--- config.mk ---
export PLATFORM = sky130hd
export DESIGN_NAME = tdm_tx
export DESIGN_NICKNAME = d
export VERILOG_FILES = /design/src/rtl/tdm_tx_pkg.sv /design/src/rtl/tdm_tx_timer.sv /design/src/rtl/tdm_tx_fetch.sv /design/src/rtl/tdm_tx_out.sv /design/src/rtl/tdm_tx.sv
export SDC_FILE = /design/constraint.sdc
export NUM_CORES = 1
export LEC_CHECK = 0
export CORE_UTILIZATION = 40
export DETAILED_ROUTE_END_ITERATION = 8
export PLACE_DENSITY = 0.66
export SYNTH_ARGS = -nofsm -noshare
export SYNTH_HDL_FRONTEND = slang
export SYNTH_SLANG_ARGS = --single-unit
--- constraint.sdc ---
create_clock -name clk_i -period 7.6 [get_ports clk_i]
set_input_delay 1.52 -clock clk_i [delete_from_list [all_inputs] [get_ports clk_i]]
set_output_delay 1.52 -clock clk_i [all_outputs]
set_load 0.01 [all_outputs]
--- src/rtl/tdm_tx_pkg.sv ---
package tdm_tx_pkg;
  localparam int unsigned BYTE_W = 8;
  localparam int unsigned BIT_W  = $clog2(BYTE_W);
  localparam int unsigned CH_MAX = 32;
  localparam int unsigned CH_W   = $clog2(CH_MAX);
  localparam int unsigned T1_CH  = 24;
  localparam int unsigned POS_W  = $clog2(CH_MAX * BYTE_W) + 1;

  typedef enum logic [1:0] {
    MODE_T1 = 2'd0,
    MODE_E1 = 2'd1,
    MODE_BP = 2'd2
  } mode_e;

  typedef struct packed {
    logic            fbit;
    logic [CH_W-1:0] chan;
    logic [BIT_W-1:0] bitn;
  } slot_t;

  // frame position -> framing bit / channel / bit within byte
  function automatic slot_t slot_dec(input logic [POS_W-1:0] pos, input logic t1);
    logic [POS_W-1:0] q;
    slot_t s;
    q      = t1 ? pos - POS_W'(1) : pos;
    s.fbit = t1 && (pos == '0);
    s.chan = CH_W'(q >> BIT_W);
    s.bitn = q[BIT_W-1:0];
    return s;
  endfunction
endpackage

--- src/rtl/tdm_tx_timer.sv ---
module tdm_tx_timer
  import tdm_tx_pkg::*;
(
  input  logic             clk_i,
  input  logic             rst_ni,
  input  logic [1:0]       mode_i,
  output logic [POS_W-1:0] pos_o,
  output logic             half_o,
  output slot_t            slot_o,
  output logic             req_slot_o,
  output logic             load_o,
  output logic [CH_W-1:0]  target_o
);
  logic             t1, bp, step;
  logic [POS_W-1:0] pos_q, last;
  logic             half_q;
  logic [CH_W-1:0]  ch_last;
  slot_t            slot;

  assign t1      = (mode_i == MODE_T1);
  assign bp      = (mode_i == MODE_BP);
  assign last    = t1 ? POS_W'(T1_CH * BYTE_W) : POS_W'(CH_MAX * BYTE_W - 1);
  assign ch_last = t1 ? CH_W'(T1_CH - 1) : CH_W'(CH_MAX - 1);
  assign step    = !bp || half_q;

  always_ff @(posedge clk_i or negedge rst_ni) begin
    if (!rst_ni) begin
      pos_q  <= '0;
      half_q <= 1'b0;
    end else begin
      half_q <= bp && !half_q;
      if (step) pos_q <= (pos_q == last) ? '0 : pos_q + POS_W'(1);
    end
  end

  assign slot = slot_dec(pos_q, t1);

  // next clock starts a channel slot
  assign load_o = step && (slot.fbit ||
                  ((slot.bitn == BIT_W'(BYTE_W - 1)) && !(t1 && pos_q == last)));
  assign req_slot_o = !slot.fbit && (slot.bitn == '0) && !half_q;
  assign target_o   = (slot.fbit || slot.chan == ch_last) ? '0 : slot.chan + CH_W'(1);

  assign pos_o  = pos_q;
  assign half_o = half_q;
  assign slot_o = slot;
endmodule

--- src/rtl/tdm_tx_fetch.sv ---
module tdm_tx_fetch
  import tdm_tx_pkg::*;
#(
  parameter logic [BYTE_W-1:0] IDLE_BYTE = 8'hFF
) (
  input  logic              clk_i,
  input  logic              rst_ni,
  input  logic              req_slot_i,
  input  logic              load_i,
  input  logic [CH_W-1:0]   target_i,
  input  logic              link_en_i,
  input  logic [CH_MAX-1:0] chan_en_i,
  input  logic              byte_valid_i,
  input  logic [BYTE_W-1:0] byte_data_i,
  output logic              byte_req_o,
  output logic [BYTE_W-1:0] cur_byte_o
);
  logic [BYTE_W-1:0] next_q, cur_q, eff;
  logic              held_q;

  assign byte_req_o = req_slot_i && link_en_i && chan_en_i[target_i];
  assign eff = held_q ? next_q : (byte_valid_i ? byte_data_i : IDLE_BYTE);

  always_ff @(posedge clk_i or negedge rst_ni) begin
    if (!rst_ni) begin
      next_q <= IDLE_BYTE;
      cur_q  <= IDLE_BYTE;
      held_q <= 1'b0;
    end else begin
      if (req_slot_i) begin
        held_q <= byte_valid_i;
        next_q <= byte_data_i;
      end else if (!held_q && byte_valid_i) begin
        held_q <= 1'b1;
        next_q <= byte_data_i;
      end
      if (load_i) cur_q <= eff;
    end
  end

  assign cur_byte_o = cur_q;
endmodule

--- src/rtl/tdm_tx_out.sv ---
module tdm_tx_out
  import tdm_tx_pkg::*;
(
  input  logic [1:0]        mode_i,
  input  logic              fp_pol_i,
  input  logic              link_en_i,
  input  logic [CH_MAX-1:0] chan_en_i,
  input  logic              fbit_i,
  input  logic [POS_W-1:0]  pos_i,
  input  logic              half_i,
  input  slot_t             slot_i,
  input  logic [BYTE_W-1:0] cur_byte_i,
  output logic              ser_o,
  output logic              ser_oe_o,
  output logic              fp_o
);
  logic [BIT_W-1:0] idx;

  assign idx      = BIT_W'(BYTE_W - 1) - slot_i.bitn;
  assign ser_o    = slot_i.fbit ? fbit_i : cur_byte_i[idx];
  assign ser_oe_o = link_en_i && (slot_i.fbit || chan_en_i[slot_i.chan]);

  always_comb begin
    if (mode_i == MODE_BP)
      fp_o = !((pos_i == POS_W'(CH_MAX * BYTE_W - 1)) && half_i);
    else
      fp_o = (pos_i == '0) ? fp_pol_i : !fp_pol_i;
  end
endmodule

--- src/rtl/tdm_tx.sv ---
module tdm_tx
  import tdm_tx_pkg::*;
#(
  parameter logic [BYTE_W-1:0] IDLE_BYTE = 8'hFF
) (
  input  logic              clk_i,
  input  logic              rst_ni,
  input  logic [1:0]        mode_i,
  input  logic              fp_pol_i,
  input  logic              link_en_i,
  input  logic [CH_MAX-1:0] chan_en_i,
  input  logic              fbit_i,
  input  logic              byte_valid_i,
  input  logic [BYTE_W-1:0] byte_data_i,
  output logic              byte_req_o,
  output logic [CH_W-1:0]   byte_chan_o,
  output logic              ser_o,
  output logic              ser_oe_o,
  output logic              fp_o
);
  logic [POS_W-1:0]  pos;
  logic              half, req_slot, load;
  slot_t             slot;
  logic [CH_W-1:0]   target;
  logic [BYTE_W-1:0] cur_byte;

  tdm_tx_timer u_timer (
    .clk_i      (clk_i),
    .rst_ni     (rst_ni),
    .mode_i     (mode_i),
    .pos_o      (pos),
    .half_o     (half),
    .slot_o     (slot),
    .req_slot_o (req_slot),
    .load_o     (load),
    .target_o   (target)
  );

  tdm_tx_fetch #(.IDLE_BYTE(IDLE_BYTE)) u_fetch (
    .clk_i        (clk_i),
    .rst_ni       (rst_ni),
    .req_slot_i   (req_slot),
    .load_i       (load),
    .target_i     (target),
    .link_en_i    (link_en_i),
    .chan_en_i    (chan_en_i),
    .byte_valid_i (byte_valid_i),
    .byte_data_i  (byte_data_i),
    .byte_req_o   (byte_req_o),
    .cur_byte_o   (cur_byte)
  );

  tdm_tx_out u_out (
    .mode_i     (mode_i),
    .fp_pol_i   (fp_pol_i),
    .link_en_i  (link_en_i),
    .chan_en_i  (chan_en_i),
    .fbit_i     (fbit_i),
    .pos_i      (pos),
    .half_i     (half),
    .slot_i     (slot),
    .cur_byte_i (cur_byte),
    .ser_o      (ser_o),
    .ser_oe_o   (ser_oe_o),
    .fp_o       (fp_o)
  );

  assign byte_chan_o = target;
endmodule

# Word-level counts from Yosys, hierarchy flattened
# Index checks and enable logic that the tools add are counted.
op_classes:
  magnitude_cmp: 3
  n_eq_ne: 5
  add_sub_neg: 4
  mux: 20
  reduce_logical: 27
op_table:
  columns: ["cell", "n"]
  rows:
  - ["$mux 8", 5]
  - ["$logic_and 1x1->1", 12]
  - ["$lt 5x6->1 const B", 2]
  - ["$bmux 1 s5", 2]
  - ["$add 9x1->9 const B", 1]
  - ["$eq 9x8->1", 1]
  - ["$eq 9x8->1 const B", 1]
  - ["$logic_not 9->1", 1]
  - ["$mux 9", 1]
  - ["$mux 1", 8]
  - ["$sub 8x1->8 const B", 1]
  - ["$logic_not 1->1", 7]
  - ["$mux 6", 1]
  - ["$add 5x1->5 const B", 1]
  - ["$eq 5x5->1", 1]
  - ["$mux 5", 1]
  - ["$logic_or 1x1->1", 4]
  - ["$lt 3x4->1 const B", 1]
  - ["$mux 4", 1]
  - ["$bmux 1 s3", 1]
  - ["$eq 3x3->1 const B", 1]
  - ["$logic_not 3->1", 1]
  - ["$sub 3x3->3 const A", 1]
  - ["$eq 2x2->1 const B", 1]
  - ["other kinds (2)", 2]
totals:
  out_inout_bits: 9
  ff_bits: 27
  in_bits: 48

# Logic depth before layout (Yosys ltp)
# Gate-level depths: netlist of the first run.
logic_depth:
  word_depth: 8
  depth_mapped: 17

# By module
# Synthesis of the first run repeated with hierarchy kept, for this count alone.
unflattened:
  hier_cells: 261
  hier_area_um2: 2479.9
modules_own_cells:
  columns: ["mod", "area_each_um2", "seq_area_each_um2", "instances", "cells_each"]
  rows:
  - ["tdm_tx_timer", 1023.5, 250.2, 1, 126]
  - ["tdm_tx_fetch", 1014.7, 445.4, 1, 85]
  - ["tdm_tx_out", 441.7, 0.0, 1, 50]

# Least setup slack after synthesis of the first run
# OpenSTA, ideal clock, no wires.
synth_path:
  path_kind: "input-to-output"
  startpoint: "in mode_i[1]"
  endpoint: "out byte_req_o"
  path_buffers: 2
  cell_stages: 15
  arrival_time_ns: 4.398
  slack_ns: 1.682
  cell_sequence: "or3_4 -> nor2_8 -> xnor2_4 -> buf_6 -> buf_2 -> inv_1 -> ha_1 -> nor2b_1 -> o21ai_0 -> mux2_2 -> nor2_2 -> or4_4 -> clkinv_1 -> a211oi_1 -> o32ai_2"
synth_via:
  elab_chain_cells: 8
  elab_cells_between_ends: 16
  classes_between: "1 x add/sub; 1 x eq/ne; 5 x mux; 9 x reduce/logical"
synth_lines:
  columns: ["item", "line", "rtl"]
  rows:
  - ["start: declaration", "tdm_tx.sv:8", "input logic [1:0] mode_i,"]
  - ["$logic_not 2->1 (*)", "tdm_tx_timer.sv:20", "assign t1 = (mode_i == MODE_T1);"]
  - ["parallel branches: the longest is 3 deep, another holds $add 5x1->5", null, null]
  - ["$mux 5 (*)", "tdm_tx_timer.sv:42", "assign target_o = (slot.fbit || slot.chan == ch_last) ? '0 : slot.chan + CH_W'(1);"]
  - ["named net byte_chan_o[3]", "tdm_tx.sv:16", "output logic [CH_W-1:0] byte_chan_o,"]
  - ["$bmux 1 s5 (*)", "tdm_tx_fetch.sv:21", "assign byte_req_o = req_slot_i && link_en_i && chan_en_i[target_i];"]
  - ["$mux 1 (not written as such) (*)", "tdm_tx_fetch.sv:21", null]
  - ["$logic_and 1x1->1 (*)", "tdm_tx_fetch.sv:21", null]
  - ["end: declaration", "tdm_tx.sv:15", "output logic byte_req_o,"]
# Mark *: on every way through the listed nets, which the timed path passes. The select of a mux whose other input is x is not followed.

# Final worst setup path of the first run
layout_path:
  startpoint: "in mode_i[1]"
  endpoint: "out byte_req_o"
layout_via:
  elab_chain_cells: 8
  elab_cells_between_ends: 16
  classes_between: "1 x add/sub; 1 x eq/ne; 5 x mux; 9 x reduce/logical"
layout_lines:
  columns: ["item", "line"]
  rows:
  - ["$logic_not 2->1 (*)", "tdm_tx_timer.sv:20"]
  - ["parallel branches: the longest is 6 deep, another holds $add 5x1->5", null]
  - ["$logic_and 1x1->1 (*)", "tdm_tx_fetch.sv:21"]
# Mark *: on every way between the ends. The select of a mux whose other input is x is not followed.

==> summary.md, run 1 <==
| Metric | Value |
|---|---|
| Outcome | completed |
| Site row count | 28 |
| Tot Pwr | 1.21 mW |
| Die height | 81.9 um |
| WS Path Type | in2out |
| I/O Buffers | 56 |
| Core ar. | 6030 sq um |
| Initial Util | 0.424 |
| Pleak | approximately 1.2 nW |
| Post-synth EDFFs | 0 |
| Total of max-cap violations | 0 |
| Maximum clock rate | 150 MHz |
| Hold Crit Start | u_fetch.cur_byte_o[3]$_DFFE_PN1P_ |
| Worst-skew pair later-pin latency | 270 ps |
| Max Clock Skew | approximately 2.5 ps |
| Final Hold Fails | 0 |
| Mapped Cells | 270 |
| Setup bufs post-CTS | 0 |
| CP max FO | 7 |
| Antenna Nets Post-Route | 0 |
| Clk slew on worst S/H paths | 100 ps |
| Hold WS | 484 ps |
| Hold-critical path depth | 2 |
| CTS tree | built |
| # diodes | 0 |
| Hold-fix buffers at CTS | 0 |
| Post-Place Cell Area | 3160 sq um |
| Drt via density | 5.80 |
| DR pass1 iterations | 4 |
| Period utilization | 0.878 |
| Most frequent cell after synthesis | nand2_1 |
| Hold Path Class | reg2reg |
| TNS Setup | 0 ps |
| Commonest cells post-synth | nand2_1 (29), o21ai_0 (20), dfstp_2 (16) |
| Final core occ | 0.532 |
| Worst Max-Slew Pin Slew | around 900 ps |
| Hpwl dp | 5.15 mm |
| Final #Nets | between 300 and 400 |
| TritonCTS Sinks | 27 |
| DR iter-0 viols | 129 |
| Critical path required time | 6080 ps |
| Reg2reg path depth | 7 |
| Ports | 57 |
| Synth area leader | dfstp_2 |
| Syn-to-layout area delta | 25.5% |
| CP Launch Type | primary input |
| Total gr overflow | 0 |
| Met3 Track Usage GR | 0.0244 |
| Synthesis-stage register bit count | 27 |
| Net Count, Synth | around 320 |
| First-pass GRT wire length | roughly 11 mm |
| Setup crit end kind | primary output |
| GP Congestion | 0.923 |
| Mapped cell area | 2550 sq um |
| Tmin final | 6680 ps |
| GRT Max-Usage Layer | met2 |
| CP startpoint | mode_i[1] |
| Die X-Extent | between 80 and 90 um |
| Max clock buf depth | 2 |
| M2 GR Usage | 0.323 |
| DR DRC count | 0 |
| H-tree level count | 1 |
| Vias in the first global route | 2208 |
| Layout cell share with drive strength beyond 1 | 0.197 |
| Distinct cells, synth | slightly below 70 |
| Number of CTS-inserted buffers | 3 |
| Total track usage | 0.208 |
| RSZ-0062 raised after global routing | false |
| VDD IR-drop max | ~0.21 mV |
| Routed WL | 6.46 mm |
| CTS root buf | clkbuf_8 |
| Asr flop ratio synth | 1.00 |
| Via Count | 2290 |
| Register area share after synthesis | 0.272 |
| Fin area | around 3200 sq um |
| Routed wire length per instance | 16.4 um |
| Slew HR | 0.397 |
| Largest net degree at the start of global routing | 28 |
| Critical path data arrival time | about 5200 ps |
| Final setup fails | 0 |
| Die area | 6710 sq um |
| Synth top area cells | dfstp_2 (16%), dfrtp_1 (11%), mux4_2 (5.3%), mux2_2 (4.8%), nand2_1 (4.3%) |
| Synth top area share | 0.165 |
| GRT met1 Usage | 0.316 |
| Initial antenna violation count | 0 |
| Slew Viols, Final | 0 |
| Pwr per Cell Area | about 380 nW/um^2 |
| FF-to-FF Start | u_timer.pos_o[5]$_DFFE_PN0N_ |
| Avg Cell Area, Syn | 9.46 sq um |
| Main flop type after synthesis | dfstp_2 |
| Yosys warnings | 0 |
| Post-CTS resize count | 0 |
where the power goes:
| group | switching (mW) | internal, mW |
|---|---|---|
| combinational | 0.398 | 0.400 |
| clock | 0.0484 | 0.0385 |
| sequential | 0.0913 | 0.234 |
metrics by stage:
stage / setup slack [ps] / cells
2_1_floorplan: 1680 / 270
5_1_grt: 553 / 395
4_1_cts: 931 / 395
3_5_place_dp: 933 / 391
6_report: 924 / 395
3_3_place_gp: 978 / 391
layout by cell type, fill, tap and decap left out, types with 5 or more instances in the layout:
| master | instances |
|---|---|
| clkdlybuf4s50_1 | 56 |
| nand2_1 | 29 |
| o21ai_0 | 20 |
| dfstp_2 | 16 |
| inv_1 | 11 |
| mux2_2 | 11 |
| a21oi_1 | 11 |
| dfrtp_1 | 11 |
| mux2i_1 | 10 |
| nor2_1 | 9 |
| nand3_1 | 8 |
| o22ai_1 | 8 |
| xor2_1 | 6 |
| xnor2_1 | 6 |
| mux4_2 | 6 |
| nor3_1 | 5 |
| a31oi_1 | 5 |
| ha_1 | 5 |
sequential cells by signal (all words and copies together), names as in the netlist:
name                count
u_fetch.cur_byte_o      8
u_fetch.held_q          1
u_timer.pos_o           9
u_timer.half_o          1
u_fetch.next_q          8
worst paths after layout:
kind	endpoint	slack, ps
min in group asynchronous	u_timer.half_o$_DFF_PN0_	1610
worst min-delay path	u_fetch.cur_byte_o[3]$_DFFE_PN1P_	480
worst max register to register	u_fetch.cur_byte_o[7]$_DFFE_PN1P_	4660
worst min register to register	u_fetch.cur_byte_o[3]$_DFFE_PN1P_	480
worst max-delay path	byte_req_o	920
max in group asynchronous	u_fetch.cur_byte_o[6]$_DFFE_PN1P_	5690
critical path, stage by stage:
cell and delay (ps):
clkdlybuf4s50_1 520, or3_4 480, nor2_8 140, xnor2_4 70, inv_1 70, ha_1 210, nor2b_1 140, o21ai_0 90
mux2_2 330, o21bai_2 290, a221oi_1 150, nor3b_1 230, a211oi_1 90, o32ai_2 250, clkdlybuf4s50_1 580
final cells by class:
| type | count | area [sq um] |
|---|---|---|
| fill | 582 | 2820 |
| multi-input combinational | 215 | 1720 |
| sequential | 27 | 696 |
| timing repair buffer | 60 | 591 |
| tap | 75 | 93.8 |
| inverter | 14 | 52.6 |
| clock buffer | 3 | 41.3 |
| clock inverter | 1 | 8.76 |
cells by family after synthesis:
logic type | share of synthesized area
DFF | 0.272
xor gates and xnor gates | 0.0583
adders and majority gates | 0.0245
AOI/OAI and AO/OA | 0.207
and+or+nand+nor | 0.204
buffers and inverters | 0.0529
muxes | 0.182
routing by layer:
| metal | routed length (um) | up-vias |
|---|---|---|
| li1 | - | 1122 |
| met1 | 3110 | 1111 |
| met2 | 3120 | 53 |
| met3 | 220 | 4 |
| met4 | 14 | 0 |
| met5 | 0 | - |
(Power assumes the default switching activity.)
==> run 2: changes to the inputs <==
SKIP_LAST_GASP = 1   (was default)
==> results of run 2 <==
Final layout, timing and power as in run 1 (identical DEF).
==> run 3: changes to the inputs <==
--- a/config.mk
+++ b/config.mk
@@ -7,4 +7,6 @@
 export LEC_CHECK = 0
 export CORE_UTILIZATION = 40
+export CTS_CLUSTER_DIAMETER = 100
+export CTS_CLUSTER_SIZE = 16
 export DETAILED_ROUTE_END_ITERATION = 8
 export PLACE_DENSITY = 0.66
==> constraint.sdc (replaced) <==
create_clock -name clk_i -period 7.6 [get_ports clk_i]
set_input_delay 0.76 -clock clk_i [delete_from_list [all_inputs] [get_ports clk_i]]
set_output_delay 0.76 -clock clk_i [all_outputs]
set_load 0.01 [all_outputs]
==> run 3 against run 2 <==
  * Setup slack improved by 1100 ps
  * Routed wire length increased by 0.73%
  * Worst hold slack got worse by 6.2 ps
  * Global-route usage shrank 0.33 points
  * Via count down 0.31%
  * Clock power decreased by 7.5%
  * Largest power group unchanged
==> summary.md, run 3 (synthesis gave the netlist of run 1 again) <==
| Metric | Value |
|---|---|
| Hold Crit Start | u_fetch.cur_byte_o[1]$_DFFE_PN1P_ |
| Total gr overflow | 0 |
| VDD IR-drop max | 0.170 mV |
| # diodes | 0 |
| Hold Path Class | reg2reg |
| Clk slew on worst S/H paths | 80 ps |
| Ports | between 50 and 60 |
| Via Count | between 2000 and 2500 |
| DR iter-0 viols | 291 |
| Pleak | approximately 1.2 nW |
| Hpwl dp | 5.11 mm |
| Critical path required time | 6840 ps |
| Setup bufs post-CTS | 0 |
| GP Congestion | 0.862 |
| Tmin final | 5590 ps |
| CP Launch Type | primary input |
| FF-to-FF Start | u_timer.pos_o[3]$_DFFE_PN0N_ |
| Total track usage | 0.204 |
| I/O Buffers | 56 |
| Max reg flops | 9 |
| CTS root buf | clkbuf_8 |
| DR DRC count | 0 |
| Final core occ | 0.529 |
| TritonCTS Sinks | 27 |
| Die X-Extent | just over 80 um |
| Hold-fix buffers at CTS | 0 |
| Site row count | 28 |
| Critical path data arrival time | 4830 ps |
| Period utilization | 0.736 |
| Most frequent cells in the layout | clkdlybuf4s50_1 (56), nand2_1 (29), o21ai_0 (20) |
| Drt via density | 5.81 |
| Final WS setup | ~2000 ps |
| Vias in the first global route | 2207 |
| H-tree level count | 1 |
| Worst Max-Slew Pin Slew | 882 ps |
| Total of max-cap violations | 0 |
| Syn-to-layout area delta | 24.7% |
| Max Clock Skew | 9.92 ps |
| Number of CTS-inserted buffers | 3 |
| Worst-skew pair later-pin latency | 270 ps |
| Max clock buf depth | 2 |
| Pwr per Cell Area | about 370 nW/um^2 |
| Final Hold Fails | 0 |
| RSZ-0062 raised after global routing | false |
| Place WS | 2010 ps |
| Die area | 6710 sq um |
| Routed WL | 6.51 mm |
| Final setup fails | 0 |
| Die height | 81.9 um |
| Antenna Nets Post-Route | 0 |
| DR pass1 iterations | 4 |
| Hold-critical path depth | 2 |
| Maximum clock rate | 179 MHz |
| Final #Nets | 372 |
| Initial Util | 0.424 |
| Slew HR | 0.408 |
| Reg2reg path depth | 7 |
| First-pass GRT wire length | 10.6 mm |
| FF-to-FF setup slack | 4630 ps |
| WS Path Type | in2out |
| Hold endpoint | u_fetch.cur_byte_o[1]$_DFFE_PN1P_ |
| Setup crit end kind | primary output |
| Routed wire length per instance | 16.6 um |
| CTS tree | built |
| Worst r2r dst | u_fetch.cur_byte_o[5]$_DFFE_PN1P_ |
| Layout cell share with drive strength beyond 1 | 0.189 |
| Outcome | completed |
| Slew Viols, Final | 0 |
| Hold WS | 478 ps |
| Largest net degree at the start of global routing | 28 |
| Post-CTS resize count | 0 |
| Commonest non-fill, non-tap cell in the layout | clkdlybuf4s50_1 |
| TNS Setup | 0 ps |
| Initial antenna violation count | 0 |
| CP max FO | 24 |
| Core ar. | 6030 sq um |
[run 3: cell count changes in the layout (fill, tap and decap cells not counted)]
| cell | change |
|---|---|
| clkbuf_1 | +1 |
| inv_6 | -1 |
| buf_4 | -2 |
[run 3: per-layer routing]
metal / GRT usage / up-vias / share of wire
met2: 0.341 / 58 / 0.49
met3: 0.0200 / 4 / 0.048
li1: - / 1121 / -
met4: 0.0281 / 0 / 0.0045
met5: 0 / - / 0
met1: 0.291 / 1100 / 0.45
[run 3: worst max-delay path by stage]
stage	startpoint	endpoint	slack (ps)	cells past startpoint
4_1_cts	mode_i[1]	byte_req_o	2000	15
6_report	mode_i[1]	byte_req_o	2010	15
5_1_grt	mode_i[0]	byte_req_o	1630	15
3_3_place_gp	mode_i[0]	byte_req_o	2160	15
2_1_floorplan	mode_i[1]	byte_req_o	3200	15
3_5_place_dp	mode_i[1]	byte_req_o	2010	15
[run 3: layout make-up]
class | instances | area [sq um]
repair buffers | 58 | 576
multi-input cells | 215 | 1720
inverters | 14 | 52.6
fillers | 567 | 2840
well taps | 75 | 93.8
clock buffers | 4 | 45.0
flip-flops and latches | 27 | 696
[run 3: critical path, cell delays in order]
cell,delay [ps]
clkdlybuf4s50_1,590
or3_4,230
nor2_8,60
xnor2_4,670
inv_1,140
ha_1,290
nor2b_1,150
o21ai_0,80
mux2_2,220
nor2_2,80
or4b_1,550
a31oi_1,180
o31ai_1,110
o32ai_2,130
clkdlybuf4s50_1,570
[run 3: power breakdown]
| group | leakage [nW] | internal, mW | switching (mW) | total [mW] |
|---|---|---|---|---|
| registers | 0.299 | 0.235 | 0.0891 | 0.324 |
| clock network | 0.0228 | 0.0375 | 0.0429 | 0.0804 |
| logic | 0.881 | 0.389 | 0.398 | 0.788 |
| total | 1.20 | 0.661 | 0.530 | 1.19 |
[run 3: metrics by stage]
step           instances  total power, mW  instance area (sq um)
3_3_place_gp         389             1.10                   3140
4_1_cts              393             1.19                   3190
5_1_grt              393             1.29                   3190
2_1_floorplan        270            0.909                   2550
6_report             393             1.19                   3190
3_5_place_dp         389             1.11                   3140
